--- config.mk ---
export PLATFORM = sky130hd
export DESIGN_NAME = linescan_seq
export DESIGN_NICKNAME = d
export VERILOG_FILES = /design/src/rtl/linescan_pkg.sv /design/src/rtl/linescan_pos.sv /design/src/rtl/linescan_rstwin.sv /design/src/rtl/linescan_track.sv /design/src/rtl/linescan_seq.sv
export SDC_FILE = /design/constraint.sdc
export NUM_CORES = 1
export LEC_CHECK = 0
export BUFFER_PORTS_ARGS = -buffer_cell sky130_fd_sc_hd__buf_2
export CORE_AREA = 4 4 307 309
export CTS_BUF_LIST = sky130_fd_sc_hd__clkbuf_16
export DETAILED_ROUTE_END_ITERATION = 12
export DIE_AREA = 0 0 311 313
export GPL_ROUTABILITY_DRIVEN = 0
export SLEW_MARGIN = 20
export SYNTH_ARGS = -nofsm -noshare
export SYNTH_HDL_FRONTEND = slang
export SYNTH_HIERARCHICAL = 1
export SYNTH_SLANG_ARGS = --single-unit
--- constraint.sdc ---
create_clock -name clk -period 3.9 [get_ports clk]
set_input_delay 0.195 -clock clk [delete_from_list [all_inputs] [get_ports clk]]
set_output_delay 0.195 -clock clk [all_outputs]
set_load 0.03 [all_outputs]
--- src/rtl/linescan_pkg.sv ---
package linescan_pkg;
  localparam int unsigned DEF_PIXELS   = 384;
  localparam int unsigned DEF_RST_CLKS = 18;

  function automatic int unsigned idx_width(input int unsigned pixels);
    return $clog2(pixels + 1);
  endfunction
endpackage

--- src/rtl/linescan_pos.sv ---
module linescan_pos #(
  parameter int unsigned N_PIX = linescan_pkg::DEF_PIXELS,
  localparam int unsigned IDXW = linescan_pkg::idx_width(N_PIX)
) (
  input  logic             clk,
  input  logic             rst,
  input  logic             si,
  output logic             start,
  output logic             si_bad,
  output logic [N_PIX-1:0] sel,
  output logic [IDXW-1:0]  idx,
  output logic             aout_en,
  output logic             so
);
  localparam logic [IDXW-1:0] LAST = IDXW'(N_PIX);
  localparam logic [IDXW-1:0] PENULT = IDXW'(N_PIX - 1);

  logic can_start;
  assign can_start = (idx == '0) || (idx == LAST);
  assign start     = si && can_start;
  assign si_bad    = si && !can_start;

  always_ff @(posedge clk) begin
    if (rst) begin
      sel     <= '0;
      idx     <= '0;
      aout_en <= 1'b0;
      so      <= 1'b0;
    end else if (start) begin
      sel     <= {{(N_PIX-1){1'b0}}, 1'b1};
      idx     <= IDXW'(1);
      aout_en <= 1'b1;
      so      <= 1'b0;
    end else begin
      sel     <= sel << 1;
      if (idx == LAST)       idx <= '0;
      else if (idx != '0)    idx <= idx + IDXW'(1);
      aout_en <= (idx != '0) && (idx != LAST);
      so      <= (idx == PENULT);
    end
  end

  assert_start_R1: assert property (@(posedge clk) disable iff (rst)
    start |=> (idx == IDXW'(1)) && sel[0] && aout_en);
  assert_onehot_R2: assert property (@(posedge clk) disable iff (rst)
    $onehot0(sel));
  assert_step_R2: assert property (@(posedge clk) disable iff (rst)
    (idx != '0 && idx != LAST && !start) |=> idx == $past(idx) + IDXW'(1));
  assert_so_last_R7: assert property (@(posedge clk) disable iff (rst)
    $rose(so) |-> (idx == LAST) && sel[N_PIX-1]);
  assert_end_idle_R8: assert property (@(posedge clk) disable iff (rst)
    (idx == LAST && !start) |=> !aout_en && (sel == '0) && !so);
endmodule

--- src/rtl/linescan_rstwin.sv ---
module linescan_rstwin #(
  parameter int unsigned RST_CLKS = linescan_pkg::DEF_RST_CLKS,
  localparam int unsigned CW = $clog2(RST_CLKS + 1)
) (
  input  logic clk,
  input  logic rst,
  input  logic start,
  output logic integ_rst
);
  logic [CW-1:0] cnt;

  always_ff @(posedge clk) begin
    if (rst) begin
      cnt       <= '0;
      integ_rst <= 1'b0;
    end else if (start) begin
      cnt       <= CW'(1);
      integ_rst <= 1'b1;
    end else if (integ_rst) begin
      if (cnt == CW'(RST_CLKS)) begin
        cnt       <= '0;
        integ_rst <= 1'b0;
      end else begin
        cnt <= cnt + CW'(1);
      end
    end
  end

  assert_win_open_R4: assert property (@(posedge clk) disable iff (rst)
    start |=> integ_rst);
endmodule

--- src/rtl/linescan_track.sv ---
module linescan_track #(
  parameter int unsigned N_PIX    = linescan_pkg::DEF_PIXELS,
  parameter int unsigned RST_CLKS = linescan_pkg::DEF_RST_CLKS,
  localparam int unsigned NREL = N_PIX - RST_CLKS + 1
) (
  input  logic             clk,
  input  logic             rst,
  input  logic             hold,
  input  logic [NREL-1:0]  sel_hi,
  output logic [N_PIX-1:0] track,
  output logic             samp_hold
);
  logic             hold_q;
  logic             hold_rise;
  logic [N_PIX-1:0] release_v;

  assign hold_rise = hold && !hold_q;

  for (genvar g = 0; g < N_PIX; g++) begin : g_rel
    if (g + 1 <= RST_CLKS) begin : g_early
      assign release_v[g] = sel_hi[0];
    end else begin : g_late
      assign release_v[g] = sel_hi[g + 1 - RST_CLKS];
    end
  end

  always_ff @(posedge clk) begin
    if (rst) begin
      hold_q    <= 1'b0;
      track     <= '1;
      samp_hold <= 1'b0;
    end else begin
      hold_q <= hold;
      if (hold_rise) begin
        track     <= '0;
        samp_hold <= 1'b1;
      end else begin
        track <= track | release_v;
        if (|release_v) samp_hold <= 1'b0;
      end
    end
  end

  assert_hold_freeze_R3: assert property (@(posedge clk) disable iff (rst)
    hold_rise |=> (track == '0) && samp_hold);
  assert_samp_clear_R5: assert property (@(posedge clk) disable iff (rst)
    ($fell(samp_hold) && !$past(rst)) |-> (track != '0));
endmodule

--- src/rtl/linescan_seq.sv ---
module linescan_seq #(
  parameter int unsigned N_PIX    = linescan_pkg::DEF_PIXELS,
  parameter int unsigned RST_CLKS = linescan_pkg::DEF_RST_CLKS,
  localparam int unsigned IDXW = linescan_pkg::idx_width(N_PIX)
) (
  input  logic             clk,
  input  logic             rst,
  input  logic             si,
  input  logic             hold,
  output logic [N_PIX-1:0] pix_sel,
  output logic [IDXW-1:0]  pix_idx,
  output logic             aout_en,
  output logic             integ_rst,
  output logic             samp_hold,
  output logic [N_PIX-1:0] pix_track,
  output logic             so,
  output logic             proto_err
);
  logic start;
  logic si_bad;

  linescan_pos #(.N_PIX(N_PIX)) u_pos (
    .clk(clk), .rst(rst), .si(si), .start(start), .si_bad(si_bad),
    .sel(pix_sel), .idx(pix_idx), .aout_en(aout_en), .so(so)
  );

  linescan_rstwin #(.RST_CLKS(RST_CLKS)) u_rstwin (
    .clk(clk), .rst(rst), .start(start), .integ_rst(integ_rst)
  );

  linescan_track #(.N_PIX(N_PIX), .RST_CLKS(RST_CLKS)) u_track (
    .clk(clk), .rst(rst), .hold(hold),
    .sel_hi(pix_sel[N_PIX-1:RST_CLKS-1]),
    .track(pix_track), .samp_hold(samp_hold)
  );

  always_ff @(posedge clk) begin
    if (rst) proto_err <= 1'b0;
    else if (si_bad) proto_err <= 1'b1;
  end

  assert_rst_release_R4: assert property (@(posedge clk) disable iff (rst)
    ($fell(integ_rst) && !$past(rst)) |-> pix_idx == IDXW'(RST_CLKS + 1));
  assert_err_sticky_R9: assert property (@(posedge clk) disable iff (rst)
    ($past(proto_err) && !$past(rst)) |-> proto_err);
  assert_err_set_R9: assert property (@(posedge clk) disable iff (rst)
    (si && aout_en && pix_idx != IDXW'(N_PIX)) |=> proto_err);
  assert_en_idx_R8: assert property (@(posedge clk) disable iff (rst)
    aout_en == (pix_idx != '0));
endmodule

==> impl_metrics.tcl, run 1 <==
set metrics [dict create \
    status "finished, final reports clean" \
    power_switching_mw 4.73 \
    syn_to_final_growth_pct 33.5 \
    crit_family "simple AND/OR/NAND/NOR gates" \
    postCtsSetupBuffers 0 \
    setup_viol 0 \
    synth_common_cells "dfxtp_1, nor2_1, o21ai_0" \
    firstDrtPassIters 5 \
    end_kind "flip-flop" \
    synth_most_common_cell "dfxtp_1" \
    cts_tree "yes" \
    dp.cells 4144 \
    yosysTopAreaCellShare 0.666 \
    maxSlewViolCount 0 \
    synth_area_um2 23700 \
    critPathRequiredTime_ns 4.47 \
    critPathMaxFanout 4 \
    startpoint_type "flip-flop" \
    grt_pass1_wl_um 132000 \
    grt_pass1_vias 18400 \
    grt_overflow_total 0 \
    cts-root-buf "clkbuf_16" \
    path_buf_inv 0 \
    p_leak_nw 14.4 \
    clock_sinks 788 \
    core_area_um2 91400 \
    io_pins 786 \
    fin_crit_sh 0.682 \
    vias 19200 \
    swShare 0.258 \
    antenna_found_initial 2 \
    std_cell_rows 111 \
    start_util 0.259 \
    route.detailed.drc 0 \
    hold_class "input pin to flip-flop" \
    grt.total_usage 0.179 \
    rsz0062_at_grt "no" \
    max_slew_margin 0.244 \
    layout-drive-gt1-share 0.327 \
    h-tree-depth 3 \
    async_reset_ff_frac 0 \
    avgSynthCellArea_um2 10.3 \
    fin_nets 3055 \
    internal_power_mw 13.6 \
    ys_seq_area_frac 0.666 \
    cts_buffer_depth 3 \
    cts_buffers 84 \
    pwr-share-seq 0.466 \
    path_cells "nor4_1, nand4_1, nor4_1, nand4_1, o2bb2ai_1" \
    grt_max_degree 179 \
    critPathMaxStageDelay_ns 0.87 \
    clk_pin_slew_ns 0.06 \
    hold_viol_final 0 \
    ir_drop_mv 0.352 \
    die_h_um 313 \
    fin_tns_setup_ns 0 \
    worst_ep_arrival_time_ns 3.23 \
    clk-insertion-delay-late_ns 0.64 \
    finalCriticalPeriod_ns 2.66 \
    postCtsHoldBufs 3 \
    syn_nets 2297 \
    ys_types 48 \
    vias_per_cell 4.47 \
    drt-total-wl_um 91200 \
    cellPowerDensity_nw_per_um2 581 \
    worst_slew_pin_slew_ns 1.13 \
    fin_cells 4302 \
    clkPwrFrac 0.444 \
    dieArea_um2 97300 \
    synth_flop_cell "dfxtp_1" \
    avgRoutedWirePerCell_um 21.2 \
    fmax_mhz 376 \
    yosysWarnings 6 \
    die_x_um 311 \
    synth_top_cell_by_area "dfxtp_1" \
    synth_edf_count 0 \
    drt_iter0_markers 1400 \
    port_buffers 785 \
    crit_type "flip-flop to flip-flop" \
    antenna_left 0 \
    finClkSkew_ns 0.0208 \
    syn_inst 2289 \
    ys_ff_latch 788 \
    synth_area_leaders "dfxtp_1, and2_1, o21ai_0, nor2_1, nor4_1" \
    dp_hpwl_um 66500 \
    cts_resized 0 \
    slowest_stage "nor4_1" \
    drv_cap 0 \
    fin_util 0.346 \
    combPwrFrac 0.090 \
]
-- kinds of logic after synthesis --
kind of cell	synth area share
xor gates and xnor gates	0.00148
adders and majority gates	0.00211
and+or+nand+nor	0.211
buffers and inverters	0.0266
DFF	0.666
AOI/OAI and AO/OA	0.0921
-- placed cells by master (no fill, tap or decap), drive strengths merged, types with 3 or more instances in the layout --
cell           n
xor2           3
a21oi          3
o21ai        389
or3            4
nor2         391
nor2b          3
clkbuf        87
dlygate4sd3    3
buf          802
inv           32
nor3           8
nor4          96
nand2          6
a211oi         6
clkinv        29
a31oi          3
ha             4
bufinv        12
dfxtp        788
nand4         28
and2         383
nand3          7
nand2b         5
-- state kept, by name (all words and copies together) (netlist names) --
| name | cells |
|---|---|
| u_pos/so | 1 |
| u_track/track | 384 |
| u_track/hold_q | 1 |
| proto_err | 1 |
| u_pos/aout_en | 1 |
| u_pos/idx | 9 |
| u_pos/sel | 384 |
| u_rstwin/cnt | 5 |
| u_track/samp_hold | 1 |
| u_rstwin/integ_rst | 1 |
-- metrics by stage --
stage	instance area [µm²]	hold slack, ns	worst slack, ns	power, mW
after floorplan	23700	0.264	1.98	9.82
after global placement	28700	0.427	1.04	10.4
after detailed placement	28700	0.433	1.07	10.4
after CTS	31600	0.00678	1.09	18.6
after global routing	31600	0.0698	1.12	19.1
final	31600	0.0724	1.24	18.4
-- path summary, 6_finish.rpt --
kind | from | to | slack [ns] | depth (start not counted)
worst max register to register | u_pos/sel[49] | u_track/samp_hold | 1.24 | 5
worst max-delay path | u_pos/sel[49] | u_track/samp_hold | 1.24 | 5
worst min-delay path | rst | u_track/hold_q | 0.07 | 2
worst min register to register | u_pos/sel[12] | u_pos/sel[13] | 0.44 | 1
-- layout make-up --
| cell class | instances | area (µm²) |
|---|---|---|
| Antenna cell | 2 | 5.00 |
| Clock buffer | 87 | 2180 |
| Clock inverter | 66 | 647 |
| Fill cell | 9420 | 59800 |
| Inverter | 9 | 41.3 |
| Multi-Input combinational cell | 1359 | 7300 |
| Sequential cell | 788 | 15800 |
| Tap cell | 1186 | 1480 |
| Timing Repair Buffer | 805 | 4160 |
-- layer usage --
metal | GRT usage | routed length [µm] | up-vias
li1 | - | - | 9136
met1 | 0.222 | 38400 | 9241
met2 | 0.302 | 43700 | 752
met3 | 0.0543 | 6890 | 107
met4 | 0.0524 | 2260 | 0
met5 | 0 | 0 | -
-- power by group through the flow --
stage	clock (mW)	combinational, mW	sequential (mW)
global placement	0	1.66	8.72
detailed placement	0	1.67	8.73
global route	8.69	1.78	8.59
finish	8.15	1.66	8.56
floorplan	0	0.479	9.34
CTS	8.39	1.67	8.56
No activity file was read; power rests on OpenSTA's default activity.
==> run 2: changes to the inputs <==
- ABC_AREA: not set -> 1
- clock period: 3.9 -> 2.4 ns (I/O delays scaled with it)
==> impl_metrics.tcl, run 2 <==
set metrics [dict create \
    layout-drive-gt1-share 0.334 \
    clk-insertion-delay-late_ns 0.64 \
    grt_pass1_vias 20400 \
    start_util 0.286 \
    hold_path_end "u_pos/sel[3]" \
    fin_util 0.371 \
    whs_path_depth 2 \
    fin_crit_sh 0.800 \
    max_slew_margin 0.640 \
    rsz0062_at_grt "no" \
    status "finished, final reports clean" \
    grtUsageMet1 0.206 \
    synth_edf_count 0 \
    vias_per_cell 4.23 \
    layout_commonest_cell "dfxtp_1" \
    min_from "u_pos/sel[2]" \
    p_leak_nw 15.4 \
    std_cell_rows 111 \
    avgSynthCellArea_um2 8.89 \
    async_reset_ff_frac 0 \
    whs_ns 0.420 \
    grt_use_met3 0.0487 \
    drt-total-wl_um 83700 \
    startpoint_type "flip-flop" \
    grt.met2_usage 0.277 \
    synth_area_um2 26100 \
    synth_flop_cell "dfxtp_1" \
    port_buffers 785 \
    antenna_found_initial 1 \
    swShare 0.262 \
    ir_drop_mv 0.581 \
    dieArea_um2 97300 \
    worst_ep_arrival_time_ns 2.48 \
    hold_class "flip-flop to flip-flop" \
    yosysWarnings 6 \
    ys_seq_area_frac 0.604 \
    drv_cap 0 \
    h-tree-depth 3 \
    synth_top_cell_by_area "dfxtp_1" \
    busiest_layer "met2" \
    critPathMaxFanout 5 \
    cts_tree "yes" \
    ys_ff_latch 788 \
    fin_tns_setup_ns 0 \
    avgRoutedWirePerCell_um 16.7 \
    finalCriticalPeriod_ns 1.92 \
    dp_hpwl_um 61900 \
    core_area_um2 91400 \
    grt.total_usage 0.166 \
    ys_types 27 \
    fmax_mhz 521 \
    setup_viol 0 \
    synth_most_common_cell "dfxtp_1" \
    grt_overflow_total 0 \
    vias 21200 \
    r2r_cells 9 \
    cts-root-buf "clkbuf_16" \
    critPathRequiredTime_ns 2.96 \
    power_switching_mw 7.79 \
    final_cell_mix "dfxtp_1, buf_2, nor2_1" \
    design_area_um2 33900 \
    cts_resized 0 \
    clock_sinks 788 \
    route.detailed.drc 0 \
    die_h_um 313 \
    end_kind "flip-flop" \
    hold_viol_final 0 \
    placed_area_um2 31200 \
    reg_top3 "u_pos/sel x384, u_track/track x384, u_pos/idx x9" \
    combPwrFrac 0.102 \
    grt_pass1_wl_um 127000 \
    worst_slew_pin_slew_ns 0.540 \
    cts_buffer_depth 3 \
    synth_common_cells "dfxtp_1, nor2_1, nand2_1" \
    r2r-start "u_pos/idx[0]" \
    syn_nets 2944 \
    clk_pin_slew_ns 0.06 \
    fin_nets 3751 \
    pwr-share-seq 0.470 \
    ff2ff_setup_slack_ns 0.48 \
    synth_area_leaders "dfxtp_1, o21ai_2, nor2_1, nand2_1, inv_1" \
    firstDrtPassIters 5 \
    cts_buffers 84 \
    yosysTopAreaCellShare 0.604 \
    syn_inst 2936 \
    cellPowerDensity_nw_per_um2 876 \
    postCtsSetupBuffers 0 \
    die_x_um 311 \
    finClkSkew_ns 0.0246 \
    r2r_end "u_pos/sel[0]" \
    antenna_left 0 \
    syn_to_final_growth_pct 30.0 \
    internal_power_mw 21.9 \
    clkPwrFrac 0.428 \
    maxSlewViolCount 0 \
    crit_type "flip-flop to flip-flop" \
    postCtsHoldBufs 5 \
    grt_max_degree 104 \
    drt_iter0_markers 1257 \
    io_pins 786 \
]
==> run 2: cell count changes after synthesis, sizes merged, moves of 4 or more <==
cell	previous run	this run
a21oi	3	7
nand2b	5	0
a211oi	6	0
clkbuf	116	44
nor3	8	0
nand4	28	7
nand3	7	12
nor2	391	654
or3	4	0
nor4	96	0
and2	383	0
buf	17	86
nand2	6	529
inv	9	406
==> run 2: worst max path at each step <==
stage | startpoint | end | cells after the start
detailed placement | u_track/samp_hold | u_track/samp_hold | 8
global placement | u_track/samp_hold | u_track/samp_hold | 8
floorplan | u_pos/idx[0] | u_rstwin/cnt[2] | 11
global route | u_track/samp_hold | u_track/samp_hold | 8
CTS | u_track/samp_hold | u_track/samp_hold | 8
finish | u_pos/idx[0] | u_pos/sel[0] | 9
==> run 2: per-layer routing <==
| metal | wire length (µm) | vias up |
|---|---|---|
| met5 | 0 | - |
| met4 | 2690 | 0 |
| met3 | 6120 | 141 |
| met2 | 39600 | 723 |
| met1 | 35300 | 9782 |
| li1 | - | 10500 |
==> run 2: worst max-delay path, stage by stage, from the launching register on <==
cell           delay, ns
dfxtp_1             0.34
inv_1               0.09
ha_1                0.17
inv_1               0.04
nor2_1              0.12
nand4_1             0.19
nand2_1             0.16
nand2_1             0.11
nor2_1              0.09
dlygate4sd3_1       0.55
==> run 2: layout make-up <==
class	instances	area (µm²)
antenna	1	2.50
clock buffer	87	2180
tap	1186	1480
multi-input combinational	1611	7820
inverter	407	1540
timing repair buffer	851	4600
fill	9401	57500
sequential	788	15800
clock inverter	69	531
==> run 2: cells by family after synthesis <==
group,count (synthesis),share of synthesized area
simple gates,1205,0.176
fa+ha+maj,4,0.00192
buf+inv,537,0.0967
xor+xnor,4,0.00134
flops,788,0.604
compound gates,398,0.120
==> run 2: stage by stage <==
stage          power [mW]  instances  setup slack [ns]
2_1_floorplan        16.4       2936             0.769
3_3_place_gp         17.3       4838             0.374
3_5_place_dp         17.3       4838             0.332
4_1_cts              30.1       4999             0.318
5_1_grt              30.9       4999             0.291
6_report             29.7       5000             0.479
==> run 2: power by group through the flow <==
stage | sequential, mW | combinational [mW] | clock (mW)
6_report | 14.0 | 3.04 | 12.7
5_1_grt | 14.0 | 3.26 | 13.6
4_1_cts | 14.0 | 3.07 | 13.1
3_5_place_dp | 14.2 | 3.06 | 0
3_3_place_gp | 14.2 | 3.04 | 0
2_1_floorplan | 15.2 | 1.19 | 0
==> run 3: changes to the inputs <==
- CORE_AREA: 4 4 307 309 -> 4 4 301 303
- DIE_AREA: 0 0 311 313 -> 0 0 305 307
- clock period: 2.4 -> 2 ns (I/O delays scaled with it)
==> impl_metrics.tcl, run 3 (synthesis gave the netlist of run 2 again) <==
set metrics [dict create \
    hold_path_end "u_rstwin/cnt[0]" \
    top_layer "met4" \
    firstDrtPassIters 5 \
    route.detailed.drc 0 \
    start_util 0.297 \
    rsz0062_at_grt "yes" \
    end_kind "flip-flop" \
    critPathMaxFanout 4 \
    placed_area_um2 31600 \
    status "finished, final reports clean" \
    maxSlewViolCount 0 \
    finClkSkew_ns 0.0179 \
    ir_drop_mv 0.638 \
    vias 21100 \
    layout-drive-gt1-share 0.341 \
    final_cell_mix "dfxtp_1, buf_2, nor2_1" \
    core_area_um2 88000 \
    min_from "rst" \
    ff2ff_setup_slack_ns 0.06 \
    fin_util 0.389 \
    hold_viol_final 0 \
    clk_pin_slew_ns 0.06 \
    critPathRequiredTime_ns 2.55 \
    finalCriticalPeriod_ns 1.94 \
    std_cell_rows 109 \
    die_x_um 305 \
    cts_buffer_depth 3 \
    dieArea_um2 93600 \
    design_area_um2 34200 \
    whs_path_depth 3 \
    grt_pass1_vias 20500 \
    dp.cells 4860 \
    dp_hpwl_um 62600 \
    cellPowerDensity_nw_per_um2 1020 \
    startpoint_type "flip-flop" \
    startpoint "u_pos/idx[1]" \
    h-tree-depth 3 \
    grt_max_degree 88 \
    cts_tree "yes" \
    drt_iter0_markers 1233 \
    syn_to_final_growth_pct 31.1 \
    clk-insertion-delay-late_ns 0.61 \
    fmax_mhz 517 \
    p_leak_nw 15.6 \
    antenna_left 0 \
    fin_nets 3795 \
    grt.total_usage 0.169 \
    drt-total-wl_um 83100 \
    crit_type "flip-flop to flip-flop" \
    max_slew_margin 0.729 \
    cts-root-buf "clkbuf_16" \
    cts_buffers 82 \
    io_pins 786 \
    wl_met2_um 39300 \
    die_h_um 307 \
    reg_top3 "u_pos/sel x384, u_track/track x384, u_pos/idx x9" \
    r2r_cells 9 \
    r2r-start "u_pos/idx[1]" \
    worst_slew_pin_slew_ns 0.406 \
    wl_met3_um 5700 \
    totalPowerFinal_mw 35.1 \
    clock_sinks 788 \
    vias_per_cell 4.22 \
    setup_viol 0 \
    worst_ep_arrival_time_ns 2.49 \
    fin_crit_sh 0.968 \
    grt_pass1_wl_um 125000 \
    port_buffers 785 \
    worst_slack_ns 0.0641 \
    layout_commonest_cell "dfxtp_1" \
    fin_cells 5013 \
    antenna_found_initial 1 \
    dpl_worst_slack_ns -0.175 \
    avgRoutedWirePerCell_um 16.6 \
    drt-met1-wl_um 35500 \
    grt_overflow_total 0 \
    r2r_end "u_pos/sel[0]" \
    hold_class "input pin to flip-flop" \
    drv_cap 0 \
]
[run 3: cell count changes in the layout (fill, tap and decap cells not counted), sizes merged]
cell    previous run  this run
clkbuf            87        84
buf              846       892
diode              1         2
clkinv            39        26
inv              428       433
bufinv             8         6
[run 3: critical path: stages, from the launching register on]
cell           delay (ns)
dfxtp_1              0.34
inv_1                0.09
ha_1                 0.16
inv_1                0.05
nor2_1               0.12
nand4_1              0.21
nand2_2              0.17
nand2_1              0.10
nor2_1               0.10
dlygate4sd3_1        0.55
[run 3: area by class of cell]
| type | count | area [µm²] |
|---|---|---|
| Antenna cell | 2 | 5.00 |
| Clock buffer | 84 | 2100 |
| Clock inverter | 59 | 453 |
| Fill cell | 8949 | 53700 |
| Inverter | 407 | 1540 |
| Multi-Input combinational cell | 1611 | 7830 |
| Sequential cell | 788 | 15800 |
| Tap cell | 1165 | 1460 |
| Timing Repair Buffer | 897 | 5070 |
[run 3: stage by stage]
stage | setup TNS, ns | hold slack (ns)
after floorplan | 0 | 0.162
after global placement | -0.120 | 0.320
after detailed placement | -0.175 | 0.329
after CTS | 0 | 0.327
after global routing | -0.108 | 0.345
final | 0 | 0.382
[run 3: layer usage]
| metal | vias up | global-route usage |
|---|---|---|
| met5 | - | 0 |
| met4 | 0 | 0.0589 |
| met3 | 144 | 0.0446 |
| met2 | 702 | 0.284 |
| met1 | 9707 | 0.211 |
| li1 | 10600 | - |
[run 3: repair_timing]
item,CTS,global route
hold buffers,5,0
resized for setup,1,2
hold endpoints to repair,12,0
pin swaps,0,0
buffers inserted,0,3
setup endpoints to repair,1,2
[run 3: how the worst max path moves through the flow]
stage                   endpoint  slack (ns)  cells after the start
2_1_floorplan    u_rstwin/cnt[2]        0.37                     11
3_3_place_gp   u_track/samp_hold       -0.12                      9
3_5_place_dp   u_track/samp_hold       -0.18                      9
4_1_cts        u_track/samp_hold        0.02                      9
5_1_grt             u_pos/sel[0]       -0.11                      9
6_report            u_pos/sel[0]        0.06                      9
[run 3: where the power goes]
group          switching [mW]  internal (mW)  total [mW]
clock                    6.18           8.38        14.6
combinational            2.56           1.19        3.75
sequential              0.420           16.3        16.8
total                    9.16           25.9        35.1
